[src/rtl/fz_pkg.sv]
package fz_pkg;
  localparam int BANK_W      = 2;
  localparam int ROW_W       = 8;
  localparam int DATA_W      = 8;
  localparam int OP_W        = 3;
  localparam int NUM_BANKS   = 3;
  localparam int LOAD_N      = 5;
  localparam int NUM_REGIONS = 8;
  localparam int SLOT_W      = $clog2(LOAD_N);

  localparam logic [OP_W-1:0] OP_READ  = 3'd0;
  localparam logic [OP_W-1:0] OP_SENSE = 3'd1;
  localparam logic [OP_W-1:0] OP_PROG  = 3'd2;
  localparam logic [OP_W-1:0] OP_OVRD  = 3'd3;
  localparam logic [OP_W-1:0] OP_SCAN  = 3'd4;

  // denial reason bit positions
  localparam int E_PROG  = 0;
  localparam int E_OVRD  = 1;
  localparam int E_READ  = 2;
  localparam int E_SCAN  = 3;
  localparam int E_SENSE = 4;
  localparam int E_LOCK  = 5;
  localparam int E_BAD   = 6;
  localparam int ERR_W   = 7;

  typedef enum logic [1:0] {
    LK_BURN,    // blocks burn and override only
    LK_SECRET,  // never readable, burn blocked once blown
    LK_HIDE     // everything blocked once blown
  } lock_kind_e;

  typedef struct packed {
    logic [BANK_W-1:0] bank;
    logic [ROW_W-1:0]  lo;
    logic [ROW_W-1:0]  hi;
    logic [SLOT_W-1:0] slot;
    logic [2:0]        bitpos;
    lock_kind_e        kind;
  } region_t;

  // capture slot i: slots 0..2 are row 0 of banks 0..2
  function automatic logic [BANK_W-1:0] load_bank(input int i);
    return (i < NUM_BANKS) ? BANK_W'(i) : '0;
  endfunction

  function automatic logic [ROW_W-1:0] load_row(input int i);
    case (i)
      3:       return ROW_W'(1);
      4:       return ROW_W'(17);
      default: return '0;
    endcase
  endfunction

  function automatic region_t region(input int i);
    region_t r;
    r = '0;
    case (i)
      0: begin r.bank = 2'd0; r.lo = 8'd7;  r.hi = 8'd7;  r.slot = 3'd0; r.bitpos = 3'd1; r.kind = LK_BURN;   end
      1: begin r.bank = 2'd0; r.lo = 8'd1;  r.hi = 8'd1;  r.slot = 3'd3; r.bitpos = 3'd7; r.kind = LK_BURN;   end
      2: begin r.bank = 2'd0; r.lo = 8'd3;  r.hi = 8'd6;  r.slot = 3'd4; r.bitpos = 3'd0; r.kind = LK_BURN;   end
      3: begin r.bank = 2'd0; r.lo = 8'd18; r.hi = 8'd19; r.slot = 3'd4; r.bitpos = 3'd7; r.kind = LK_BURN;   end
      4: begin r.bank = 2'd1; r.lo = 8'd1;  r.hi = 8'd21; r.slot = 3'd1; r.bitpos = 3'd0; r.kind = LK_SECRET; end
      5: begin r.bank = 2'd1; r.lo = 8'd23; r.hi = 8'd29; r.slot = 3'd1; r.bitpos = 3'd1; r.kind = LK_HIDE;   end
      6: begin r.bank = 2'd2; r.lo = 8'd1;  r.hi = 8'd11; r.slot = 3'd2; r.bitpos = 3'd1; r.kind = LK_BURN;   end
      default: begin r.bank = 2'd2; r.lo = 8'd12; r.hi = 8'd31; r.slot = 3'd2; r.bitpos = 3'd0; r.kind = LK_BURN; end
    endcase
    return r;
  endfunction
endpackage

[src/rtl/fz_loader.sv]
module fz_loader
  import fz_pkg::*;
(
  input  logic                          clk,
  input  logic                          rst_n,
  output logic                          fa_rd_en,
  output logic [BANK_W-1:0]             fa_bank,
  output logic [ROW_W-1:0]              fa_row,
  input  logic [DATA_W-1:0]             fa_rdata,
  output logic [LOAD_N-1:0][DATA_W-1:0] slots,
  output logic                          ready
);
  localparam int CNT_W = $clog2(LOAD_N + 1);
  localparam logic [CNT_W-1:0] LIMIT = CNT_W'(LOAD_N);
  localparam logic [CNT_W-1:0] LAST  = CNT_W'(LOAD_N - 1);

  logic [CNT_W-1:0] idx_q, idx_d;
  logic [CNT_W-1:0] pidx_q;
  logic             pend_q;
  logic             ready_q, ready_d;
  logic             issue;

  assign issue = (idx_q < LIMIT);

  always_comb begin
    idx_d   = issue ? idx_q + CNT_W'(1) : idx_q;
    ready_d = ready_q | (pend_q && (pidx_q == LAST));
  end

  always_comb begin
    fa_bank = '0;
    fa_row  = '0;
    for (int i = 0; i < LOAD_N; i++) begin
      if (idx_q == CNT_W'(i)) begin
        fa_bank = load_bank(i);
        fa_row  = load_row(i);
      end
    end
  end

  assign fa_rd_en = issue;
  assign ready    = ready_q;

  always_ff @(posedge clk or negedge rst_n) begin
    if (!rst_n) begin
      idx_q   <= '0;
      pidx_q  <= '0;
      pend_q  <= 1'b0;
      ready_q <= 1'b0;
    end else begin
      idx_q   <= idx_d;
      pidx_q  <= idx_q;
      pend_q  <= issue;
      ready_q <= ready_d;
    end
  end

  // capture slot with per-slot clock enable
  always_ff @(posedge clk or negedge rst_n) begin
    if (!rst_n) begin
      slots <= '0;
    end else begin
      for (int s = 0; s < LOAD_N; s++) begin
        if (pend_q && (pidx_q == CNT_W'(s))) slots[s] <= fa_rdata;
      end
    end
  end
endmodule

[config.mk]
export PLATFORM = sky130hd
export DESIGN_NAME = fz_loader
export DESIGN_NICKNAME = d
export VERILOG_FILES = /design/src/rtl/fz_pkg.sv /design/src/rtl/fz_loader.sv
export SDC_FILE = /design/constraint.sdc
export NUM_CORES = 1
export LEC_CHECK = 0
export ABC_CLOCK_PERIOD_IN_PS = 2150
export BUFFER_PORTS_ARGS = -buffer_cell sky130_fd_sc_hd__buf_2
export CAP_MARGIN = 20
export CORE_MARGIN = 3
export CORE_UTILIZATION = 30
export CTS_CLUSTER_DIAMETER = 150
export DETAILED_ROUTE_END_ITERATION = 7
export SLEW_MARGIN = 20
export SYNTH_ARGS = -nofsm -noshare
export SYNTH_HDL_FRONTEND = slang
export SYNTH_SLANG_ARGS = --single-unit
[constraint.sdc]
create_clock -name clk -period 2.15 [get_ports clk]
set_clock_uncertainty 0.15 [all_clocks]
set_input_delay 0.5375 -clock clk [delete_from_list [all_inputs] [get_ports clk]]
set_output_delay 0.5375 -clock clk [all_outputs]
set_load 0.005 [all_outputs]
; Yosys cells after proc, flatten, opt, wreduce, memory -nomap -nowiden
; Index checks and enable logic that the tools add are counted.
[word_totals]
register_bits = 48
in_bits = 10
out_inout_bits = 52
[classes]
n_addsub = 1
order_cmp = 1
eq_ne = 8
n_mux = 6
n_bitwise = 1
n_reduce_logical = 6
[ops]
columns = cell, n
row1 = $eq A3 B2 Y1 const B, 4
row2 = $mux W8, 1
row3 = $eq A3 B1 Y1 const B, 2
row4 = $eq A3 B3 Y1 const B, 2
row5 = $mux W2, 3
row6 = $logic_and A1 B1 Y1, 5
row7 = $add A3 B1 Y3 const B, 1
row8 = $logic_not A3 Y1, 1
row9 = $lt A3 B3 Y1 const B, 1
row10 = $mux W1, 2
row11 = $or A1 B1 Y1, 1

; Longest topological paths before layout
; Gate-level depths: netlist (run 1).
[depth]
word_depth = 5
mapped_depth = 4
ltp_nobuf = 4

; Worst setup path before layout (run 1)
; Ideal clock, no wire load.
[synth_path]
kind = register -> output
start = register idx_q[0]
end = output port fa_bank[0]
t_arrival_ns = 1.114
required_ns = 1.462
setup_slack_ns = 0.348
stages_incl_launch_ff = 4
path_cell_list = dfrtp_1 > ha_1 > ha_1 > nor4b_1
[synth_between]
elab_chain_cells = 5
word_cells_on_any_way = 8
classes_between = 4 x eq/ne / 4 x mux
[synth_rtl]
columns = item, line
row1 = start: declaration, fz_loader.sv:17  ; logic [CNT_W-1:0] idx_q, idx_d;
row2 = start signal: assignment, fz_loader.sv:51  ; idx_q <= idx_d;
row3 = $eq A3 B1 Y1, fz_loader.sv:34  ; if (idx_q == CNT_W'(i)) begin
row4 = $mux W1, fz_loader.sv:34
row5 = $mux W2 (2 in series), fz_loader.sv:34
row6 = $mux W2 *, fz_loader.sv:34
row7 = end: declaration, fz_loader.sv:7  ; output logic [BANK_W-1:0] fa_bank,
; Every way passes the cells marked *; elsewhere a longest branch is shown, timed or not.

; Worst setup path after layout (run 1)
[layout_path]
start = register idx_q[1]
end = output port fa_bank[0]
; The elaborated chain is that of the path after synthesis.

==> results.json, run 1 <==
{
  "portBuffers": 55,
  "clkSinkCount": 48,
  "grt_start_max_net_pins": 27,
  "finalHoldViolCount": 0,
  "cts_hold_buf": 0,
  "routedWlPerCell_um": 14.4,
  "diodes": 0,
  "avgViaCountPerCell": 4.37,
  "design.core.area_sq_um": 6060,
  "synth_edf_count": 0,
  "drcViolationCount": 0,
  "worstPathMaxFanout": 5,
  "crit_family": "flip-flops",
  "first_pass_iters": 2,
  "die_w_um": 86.1,
  "grt_overflow_total": 0,
  "ant_nets": 0,
  "netlist.area_leader.share_pct": 62.4,
  "drtIter0Drc": 13,
  "insertion_delay_ps": 290,
  "yosysWarnings": 0,
  "track_usage_pct": 11.0,
  "crit_path_end_kind": "output pin",
  "nets": 208,
  "synth_top_area_cell": "dfrtp_1",
  "ys_ff_latch": 48,
  "grt_first_pass_wirelength_um": 6320,
  "critical_path_arrival_ps": 1460,
  "post-dp-hpwl_um": 2730,
  "postSynthCellCount": 122,
  "die-area_sq_um": 7410,
  "register_area_sq_um": 1200,
  "initial_core_util_pct": 31.8,
  "critical_path.max_stage_delay_ps": 460,
  "tightest_slew_ps": 596,
  "critPathLaunchType": "flip-flop",
  "cts_made_buffers": 5,
  "r2r-end": "slots[24]",
  "synth.most_common_cell": "dfrtp_1",
  "clockBufferDepth": 2,
  "cts_tree": "built",
  "vias": 1172,
  "path_clk_slew_ps": 80,
  "critical_path_class": "reg2out",
  "layout-drive-gt1-share_pct": 68.9,
  "critPathBufInv": 2,
  "synth_area_leaders": "dfrtp_1 (62%), mux2_2 (23%), ha_1 (3.3%)",
  "synthAdderAreaFrac_pct": 3.25,
  "grt_pass1_vias": 1167,
  "h-tree-depth": 2,
  "required_ps": 1460,
  "relSlewSlack_pct": 60.1,
  "rr_worst_depth": 2,
  "ioPinCount": 62,
  "synth-xor-area-share_pct": 0,
  "worst_slack_ps": 4.54,
  "synth_commonest_cells": "dfrtp_1 (48), mux2_2 (40), buf_4 (6)",
  "p_leak_nw": 1.17,
  "rsz0062_at_grt": "true",
  "synthSimpleGateAreaFrac_pct": 6.05,
  "run_status": "finished clean",
  "fp.dieH_um": 86.1,
  "min_path_type": "in2async",
  "irDropWorstVdd_mv": 0.322,
  "pre_cts_ws_ps": 146,
  "fin_util_pct": 41.6,
  "synth_seq_area_share_pct": 62.4,
  "synth_cell_type_count": 20,
  "ys.flop_type": "dfrtp_1",
  "power.density_nw_per_um2": 649,
  "crit_chain": "buf_4 > ha_2 > nor4b_4 > buf_2",
  "synth_top_family_by_area": "multiplexers",
  "r2r_start": "pidx_q[2]",
  "fp-row-count": 28,
  "synthesis.area_sq_um": 1920,
  "postSynthAreaPerCell_sq_um": 15.8,
  "fmax_mhz": 466,
  "fillCellCount": 578,
  "ff2ff_setup_slack_ps": 380,
  "clock-root-buffer": "clkbuf_8",
  "slew_viol_final": 0,
  "period_share_pct": 99.8,
  "setup_viol_count_final": 0,
  "multiInputGateArea_sq_um": 738,
  "post-route-min-period_ps": 2150,
  "areaGrowthSynthToFinish_pct": 31.1,
  "finalWeightedCongestion": 0.670,
  "maxCapViolCount": 0,
  "wirelength_um": 3870,
  "synth_async_sr_flop_share_pct": 100,
  "synth_compound_area_share_pct": 0.975,
  "antenna_found_initial": 0,
  "synth.area.mux_share_pct": 23.4,
  "slowest_stage": "dfrtp_2"
}
final cells by class:
| class | instances | area share, % |
|---|---|---|
| Clock buffer | 7 | 3.82 |
| Multi-Input combinational cell | 67 | 29.3 |
| Tap cell | 75 | 3.72 |
| Timing Repair Buffer | 68 | 15.0 |
| Inverter | 3 | 0.446 |
| Sequential cell | 48 | 47.7 |
per-layer routing:
metal  routed length, um  GRT usage (%)  vias up
met2                1800           17.0       38
met3                 267           4.03        5
met4                  47           3.45        0
met5                   0              0        -
li1                    -              -      556
met1                1750           14.5      573
where the power goes:
part	total [mW]	switching (mW)	internal (mW)
Sequential	0.957	0.0175	0.940
Combinational	0.116	0.0556	0.0603
Clock	0.564	0.277	0.287
Total	1.64	0.350	1.29
cells by family (layout without fill, tap and decap cells):
group                      count (synthesis)  in the layout
adders and majority gates                  5              5
muxes                                     40             40
and+or+nand+nor                           13             13
buffers and inverters                     12             78
AOI/OAI and AO/OA                          3              3
DFF                                       48             48
other                                      1              6
state kept, by name (all words and copies together) (netlist names):
signal and cells:
slots 40, idx_q 3, pidx_q 3, pend_q 1
ready 1
per-stage QoR:
| step | cells | TNS, ps | total power, mW | hold WS [ps] | cell area, sq um |
|---|---|---|---|---|---|
| finish | 268 | 0 | 1.64 | 70.5 | 2520 |
| global route | 268 | -153 | 1.72 | 87.4 | 2520 |
| CTS | 268 | -67.5 | 1.67 | 67.9 | 2490 |
| detailed placement | 256 | 0 | 1.10 | 298 | 2320 |
| global placement | 256 | 0 | 1.09 | 299 | 2320 |
| floorplan | 127 | 0 | 1.02 | 91.9 | 1940 |
worst max-delay path by stage:
stage                   from    endpoint  depth (start not counted)
finish              idx_q[1]  fa_bank[0]                          4
global route        idx_q[0]   fa_row[0]                          5
CTS                 idx_q[1]  fa_bank[0]                          4
detailed placement  idx_q[0]  fa_bank[0]                          4
global placement    idx_q[0]   fa_row[0]                          4
floorplan           idx_q[0]  fa_bank[0]                          3
repair_timing:
| item | CTS | global route |
|---|---|---|
| pin swaps | 3 | 1 |
| gates resized for setup | 10 | 8 |
| setup buffers | 5 | 0 |
| endpoints found under the setup margin | 3 | 4 |
cells in the final DEF (no fill, tap or decap), types with 2 or more instances in the layout:
cell type  count
buf_2         54
dfrtp_1       45
mux2_2        40
buf_4         13
clkbuf_8       7
conb_1         6
dfrtp_2        3
inv_2          2
nor4b_4        2
nand2_1        2
nor4bb_2       2
ha_4           2
ha_2           2
Note: power is estimated with default switching activity, not from simulation.
==> run 2: changes to the inputs <==
ABC_AREA = 1   (was unset)
BUFFER_PORTS_ARGS = -buffer_cell sky130_fd_sc_hd__buf_4   (was -buffer_cell sky130_fd_sc_hd__buf_2)
==> run 2 against run 1 <==
Routed wire length up 28%. Critical path depth stayed put. Total power rose by 6.6%. Global-route usage grew 2.7 points. The flow now finishes with violations (negative setup slack).
==> results.json, run 2 <==
{
  "ys_ff_latch": 48,
  "relSlewSlack_pct": 59.4,
  "crit_chain": "ha_2 > ha_4 > or2_4 > buf_6",
  "crit_path_end_kind": "output pin",
  "pwr-share-comb_pct": 8.2,
  "fmax_mhz": 464,
  "synth.area.mux_share_pct": 0,
  "slew_viol_final": 0,
  "ff2ff_setup_slack_ps": 700,
  "antenna_found_initial": 0,
  "drcViolationCount": 0,
  "grt_pass1_vias": 1575,
  "slowest_stage": "dfrtp_2",
  "post-dp-hpwl_um": 3370,
  "grt_overflow_total": 0,
  "grt_first_pass_wirelength_um": 8110,
  "cts_hold_buf": 0,
  "synthesis.area_sq_um": 2040,
  "r2r-end": "slots[38]",
  "tightest_slew_ps": 609,
  "worstPathMaxFanout": 4,
  "clock-root-buffer": "clkbuf_8",
  "p_leak_nw": 1.45,
  "synth_async_sr_flop_share_pct": 100,
  "synthSimpleGateAreaFrac_pct": 32.3,
  "areaGrowthSynthToFinish_pct": 31.6,
  "portBuffers": 55,
  "fin_cells": 363,
  "post-route-min-period_ps": 2150,
  "clkSinkCount": 48,
  "die_w_um": 88.6,
  "initial_core_util_pct": 31.7,
  "whs_ps": 89.5,
  "final_cell_mix": "nand2_1 (101), buf_4 (58), dfrtp_1 (47)",
  "synthAdderAreaFrac_pct": 3.06,
  "top_register": "slots",
  "p_sw_share_pct": 22.3,
  "finalHoldViolCount": 0,
  "diodes": 0,
  "grt_start_max_net_pins": 49,
  "track_usage_pct": 13.7,
  "ant_nets": 0,
  "critPathLaunch": "idx_q[1]",
  "postSynthCellCount": 222,
  "synth_cell_type_count": 16,
  "synth_top_area_cell": "dfrtp_1",
  "routedWlPerCell_um": 13.6,
  "r2r_start": "pidx_q[1]",
  "fp.dieH_um": 88.6,
  "cts_tree": "built",
  "path_clk_slew_ps": 90,
  "switchingPower_uw": 390,
  "p_seq_share_pct": 55.1,
  "finalWeightedCongestion": 0.682,
  "critical_path.max_stage_delay_ps": 440,
  "fp-row-count": 29,
  "run_status": "finished, violations left",
  "required_ps": 1460,
  "synth_compound_area_share_pct": 0.245,
  "rsz0062_at_grt": "true",
  "synth.most_common_cell": "nand2_1",
  "design.core.area_sq_um": 6460,
  "nets": 300,
  "netlist.area_leader.share_pct": 58.8,
  "period_share_pct": 100,
  "rr_worst_depth": 5,
  "vias": 1631,
  "min_path_type": "in2async",
  "avgViaCountPerCell": 4.49,
  "insertion_delay_ps": 290,
  "synth_seq_area_share_pct": 58.8,
  "synth_top_family_by_area": "simple AND/OR/NAND/NOR gates",
  "violations": "negative setup slack",
  "critical_path_class": "reg2out",
  "drtIter0Drc": 90,
  "worst_slack_ps": -4.97,
  "cts_made_buffers": 5,
  "maxCapViolCount": 0,
  "irDropWorstVdd_mv": 0.237,
  "pwr-share-clk_pct": 36.7,
  "ys.flop_type": "dfrtp_1",
  "largest_register_ff_count": 40,
  "first_pass_iters": 4,
  "wirelength_um": 4950,
  "synth-xor-area-share_pct": 0,
  "reg_top3": "slots (40), idx_q (3), pidx_q (3)",
  "ioPinCount": 62,
  "layout-drive-gt1-share_pct": 31.1,
  "clockBufferDepth": 2,
  "setup_viol_count_final": 1,
  "synth_area_leaders": "dfrtp_1 (59%), nand2_1 (19%), nand3_1 (8.1%)",
  "critPathLaunchType": "flip-flop",
  "yosysWarnings": 0,
  "die-area_sq_um": 7840,
  "p_int_mw": 1.36,
  "fillCellCount": 688,
  "placedCellCount": 352,
  "synth_commonest_cells": "nand2_1 (101), dfrtp_1 (48), nand3_1 (33)",
  "final_common_cell": "nand2_1",
  "postSynthAreaPerCell_sq_um": 9.21,
  "h-tree-depth": 2,
  "critical_path_arrival_ps": 1470,
  "power.density_nw_per_um2": 649,
  "pre_cts_ws_ps": 194,
  "synth_edf_count": 0
}
## run 2: final cells by class
type | instances | area (sq um) | share of cell area, %
inverter | 12 | 45.0 | 1.67
tap | 77 | 96.3 | 3.58
clock buffer | 6 | 72.6 | 2.70
multi-input combinational | 158 | 782 | 29.1
sequential | 48 | 1200 | 44.7
clock inverter | 2 | 35.0 | 1.30
timing repair buffer | 60 | 458 | 17.0
## run 2: power groups by stage
stage / registers, mW / clock network, mW / logic [mW]
floorplan: 0.981 / 0 / 0.0381
global placement: 0.981 / 0 / 0.146
detailed placement: 0.981 / 0 / 0.147
CTS: 0.963 / 0.663 / 0.148
global route: 0.968 / 0.702 / 0.164
finish: 0.962 / 0.641 / 0.143
## run 2: repair_timing
| item | in CTS | in global routing |
|---|---|---|
| pin swaps | 2 | 1 |
| setup buffers | 2 | 1 |
| endpoints found under the setup margin | 2 | 4 |
| resized for setup | 5 | 8 |
| cloned | 0 | 0 |
## run 2: through the flow
stage	util (%)	instance area (sq um)	setup TNS [ps]	total power, mW
finish	41.7	2690	-4.97	1.75
global route	41.7	2690	-99.9	1.83
CTS	41.2	2660	0	1.77
detailed placement	39.0	2520	0	1.13
global placement	39.0	2520	0	1.13
floorplan	-	2060	0	1.02
## run 2: worst max-delay path by stage
| stage | end | cells after the start |
|---|---|---|
| finish | fa_row[0] | 4 |
| detailed placement | fa_row[0] | 4 |
| global placement | fa_row[0] | 4 |
| CTS | fa_row[0] | 4 |
| floorplan | fa_row[0] | 3 |
| global route | fa_row[0] | 6 |
## run 2: kinds of logic after synthesis
family / after synthesis
compound gates: 1
fa+ha+maj: 5
buf+inv: 21
flops: 48
other cells: 1
simple gates: 146
## run 2: metal layers
metal | GRT usage (%) | wire length (um)
met3 | 4.28 | 350
met2 | 22.2 | 2390
met5 | 0 | 0
met4 | 3.30 | 72
met1 | 18.0 | 2140
## run 2: worst max-delay path, delay by kind of cell, from the launching register on
family | cells | cell delay (ps)
DFF | 1 | 440
adders and majority gates | 2 | 370
and+or+nand+nor | 1 | 240
buffers and inverters | 1 | 110
==> run 3: changes to the inputs <==
==> constraint.sdc (replaced) <==
create_clock -name clk -period 2.15 [get_ports clk]
set_clock_uncertainty 0.15 [all_clocks]
set_input_delay 0.215 -clock clk [delete_from_list [all_inputs] [get_ports clk]]
set_output_delay 0.215 -clock clk [all_outputs]
set_load 0.005 [all_outputs]
==> run 3 against run 2 <==
The flow now finishes without violations. Routed wire length decreased by 1.0%. Critical endpoint unchanged. Non-clock buffer count decreased by 2. Total power increased by 3.8%. Largest cell class unchanged.
==> results.json, run 3 (synthesized netlist as in run 2, its figures left out) <==
{
  "track_usage_pct": 13.5,
  "ff2ff_setup_slack_ps": 720,
  "switchingPower_uw": 390,
  "cts_resized": 0,
  "fp-row-count": 29,
  "die_w_um": 88.6,
  "crit_chain": "ha_1 > ha_1 > or2_2 > buf_4",
  "cts_hold_buf": 1,
  "pwr-share-clk_pct": 39.0,
  "antenna_found_initial": 0,
  "met3_usage_pct": 4.10,
  "rsz0062_at_grt": "false",
  "critPathBufInv": 1,
  "largest_register_ff_count": 40,
  "die-area_sq_um": 7840,
  "critical_path_class": "reg2out",
  "grt_pass1_vias": 1559,
  "h-tree-depth": 2,
  "critPathLaunch": "idx_q[0]",
  "met1_usage_pct": 17.7,
  "grtUsageMet2_pct": 21.2,
  "grt.busiest_layer": "met2",
  "ioPinCount": 62,
  "final_cell_mix": "nand2_1 (101), buf_4 (57), dfrtp_1 (48)",
  "slowest_stage": "dfrtp_1",
  "grt_start_max_net_pins": 49,
  "critPathLaunchType": "flip-flop",
  "setup_viol_count_final": 0,
  "cts_tree": "built",
  "drcViolationCount": 0,
  "nets": 298,
  "r2r_start": "pidx_q[2]",
  "design.core.area_sq_um": 6460,
  "finalHoldViolCount": 0,
  "cts_made_buffers": 5,
  "irDropWorstVdd_mv": 0.211,
  "layout-drive-gt1-share_pct": 28.2,
  "relSlewSlack_pct": 60.0,
  "drtIter0Drc": 100,
  "finalPower_mw": 1.81,
  "critPathMostFrequentCell": "ha_1",
  "r2r-end": "slots[10]",
  "avgViaCountPerCell": 4.42,
  "rr_worst_depth": 5,
  "p_int_mw": 1.42,
  "grt_first_pass_wirelength_um": 7940,
  "areaGrowthSynthToFinish_pct": 29.9,
  "p_seq_share_pct": 53.1,
  "portBuffers": 55,
  "clock-root-buffer": "clkbuf_8",
  "tns_ps": 0,
  "routedWlPerCell_um": 13.6,
  "post-route-min-period_ps": 1980,
  "power.density_nw_per_um2": 682,
  "insertion_delay_ps": 300,
  "grt_overflow_total": 0,
  "p_sw_share_pct": 21.5,
  "clkSinkCount": 48,
  "worstSetupEndpoint": "fa_row[0]",
  "slew_viol_final": 0,
  "pwr-share-comb_pct": 7.9,
  "reg_top3": "slots (40), idx_q (3), pidx_q (3)",
  "path_depth": 4,
  "fmax_mhz": 506,
  "maxCapViolCount": 0,
  "crit_family": "flip-flops",
  "finalWeightedCongestion": 0.688,
  "initial_core_util_pct": 31.7,
  "path_clk_slew_ps": 90,
  "required_ps": 1780,
  "post-dp-hpwl_um": 3430,
  "final_common_cell": "nand2_1",
  "fp.dieH_um": 88.6,
  "worstPathMaxFanout": 6,
  "crit_path_end_kind": "output pin",
  "postCtsSetupRepairBufs": 0,
  "first_pass_iters": 4,
  "top_register": "slots",
  "clockBufferDepth": 2,
  "ant_nets": 0,
  "wirelength_um": 4900,
  "p_leak_nw": 1.46,
  "period_share_pct": 92.0,
  "critical_path_arrival_ps": 1610,
  "diodes": 0,
  "tightest_slew_ps": 599,
  "run_status": "finished clean",
  "critical_path.max_stage_delay_ps": 450,
  "fillCellCount": 672,
  "min_path_type": "in2reg",
  "vias": 1595
}
## run 3: cell count changes in the layout (fill, tap and decap cells not counted), moves of 2 or more
cell      change
buf_6         -2
ha_2          -2
ha_1          +4
inv_2         -2
clkbuf_8      +2
ha_4          -2
inv_1         +2
## run 3: power by group through the flow
stage,clock network [mW],logic [mW],registers [mW]
2_1_floorplan,0,0.0381,0.981
3_3_place_gp,0,0.145,0.981
3_5_place_dp,0,0.147,0.981
4_1_cts,0.727,0.149,0.963
5_1_grt,0.780,0.165,0.968
6_report,0.706,0.144,0.962
## run 3: through the flow
| step | hold WS [ps] | instance area, sq um | std cells | setup WS, ps | util, % |
|---|---|---|---|---|---|
| after floorplan | -231 | 2060 | 227 | 693 | - |
| after global placement | 120 | 2520 | 352 | 540 | 39.0 |
| after detailed placement | 119 | 2520 | 352 | 515 | 39.0 |
| after CTS | 13.2 | 2660 | 361 | 168 | 41.1 |
| after global routing | 21.9 | 2660 | 361 | 74.8 | 41.1 |
| final | 21.1 | 2660 | 361 | 172 | 41.1 |
## run 3: worst reg2reg max path, delay by kind of cell (launching register included)
kind | cells | cell delay, ps
buffers and inverters | 1 | 260
AND/OR/NAND/NOR | 4 | 470
flip-flops | 1 | 460
## run 3: worst min path at each step
stage	slack (ps)	end	from	depth (start not counted)
after floorplan	-230	idx_q[0]	rst_n	0
after global placement	120	slots[17]	rst_n	1
after detailed placement	120	slots[17]	rst_n	1
after CTS	10	slots[31]	fa_rdata[7]	3
after global routing	20	slots[30]	fa_rdata[6]	3
final	20	slots[31]	fa_rdata[7]	3
## run 3: routing by layer
| layer | up-vias | wire length [um] |
|---|---|---|
| met5 | - | 0 |
| met4 | 0 | 117 |
| met3 | 9 | 320 |
| met2 | 52 | 2320 |
| met1 | 730 | 2140 |
| li1 | 804 | - |
## run 3: area by class of cell
type / count / area [sq um] / area share [%]
flip-flops and latches: 48 / 1200 / 45.2
multi-input cells: 158 / 749 / 28.2
well taps: 77 / 96.3 / 3.63
clock buffers: 7 / 96.3 / 3.63
repair buffers: 58 / 438 / 16.5
clock inverters: 1 / 30.0 / 1.13
inverters: 12 / 45.0 / 1.70
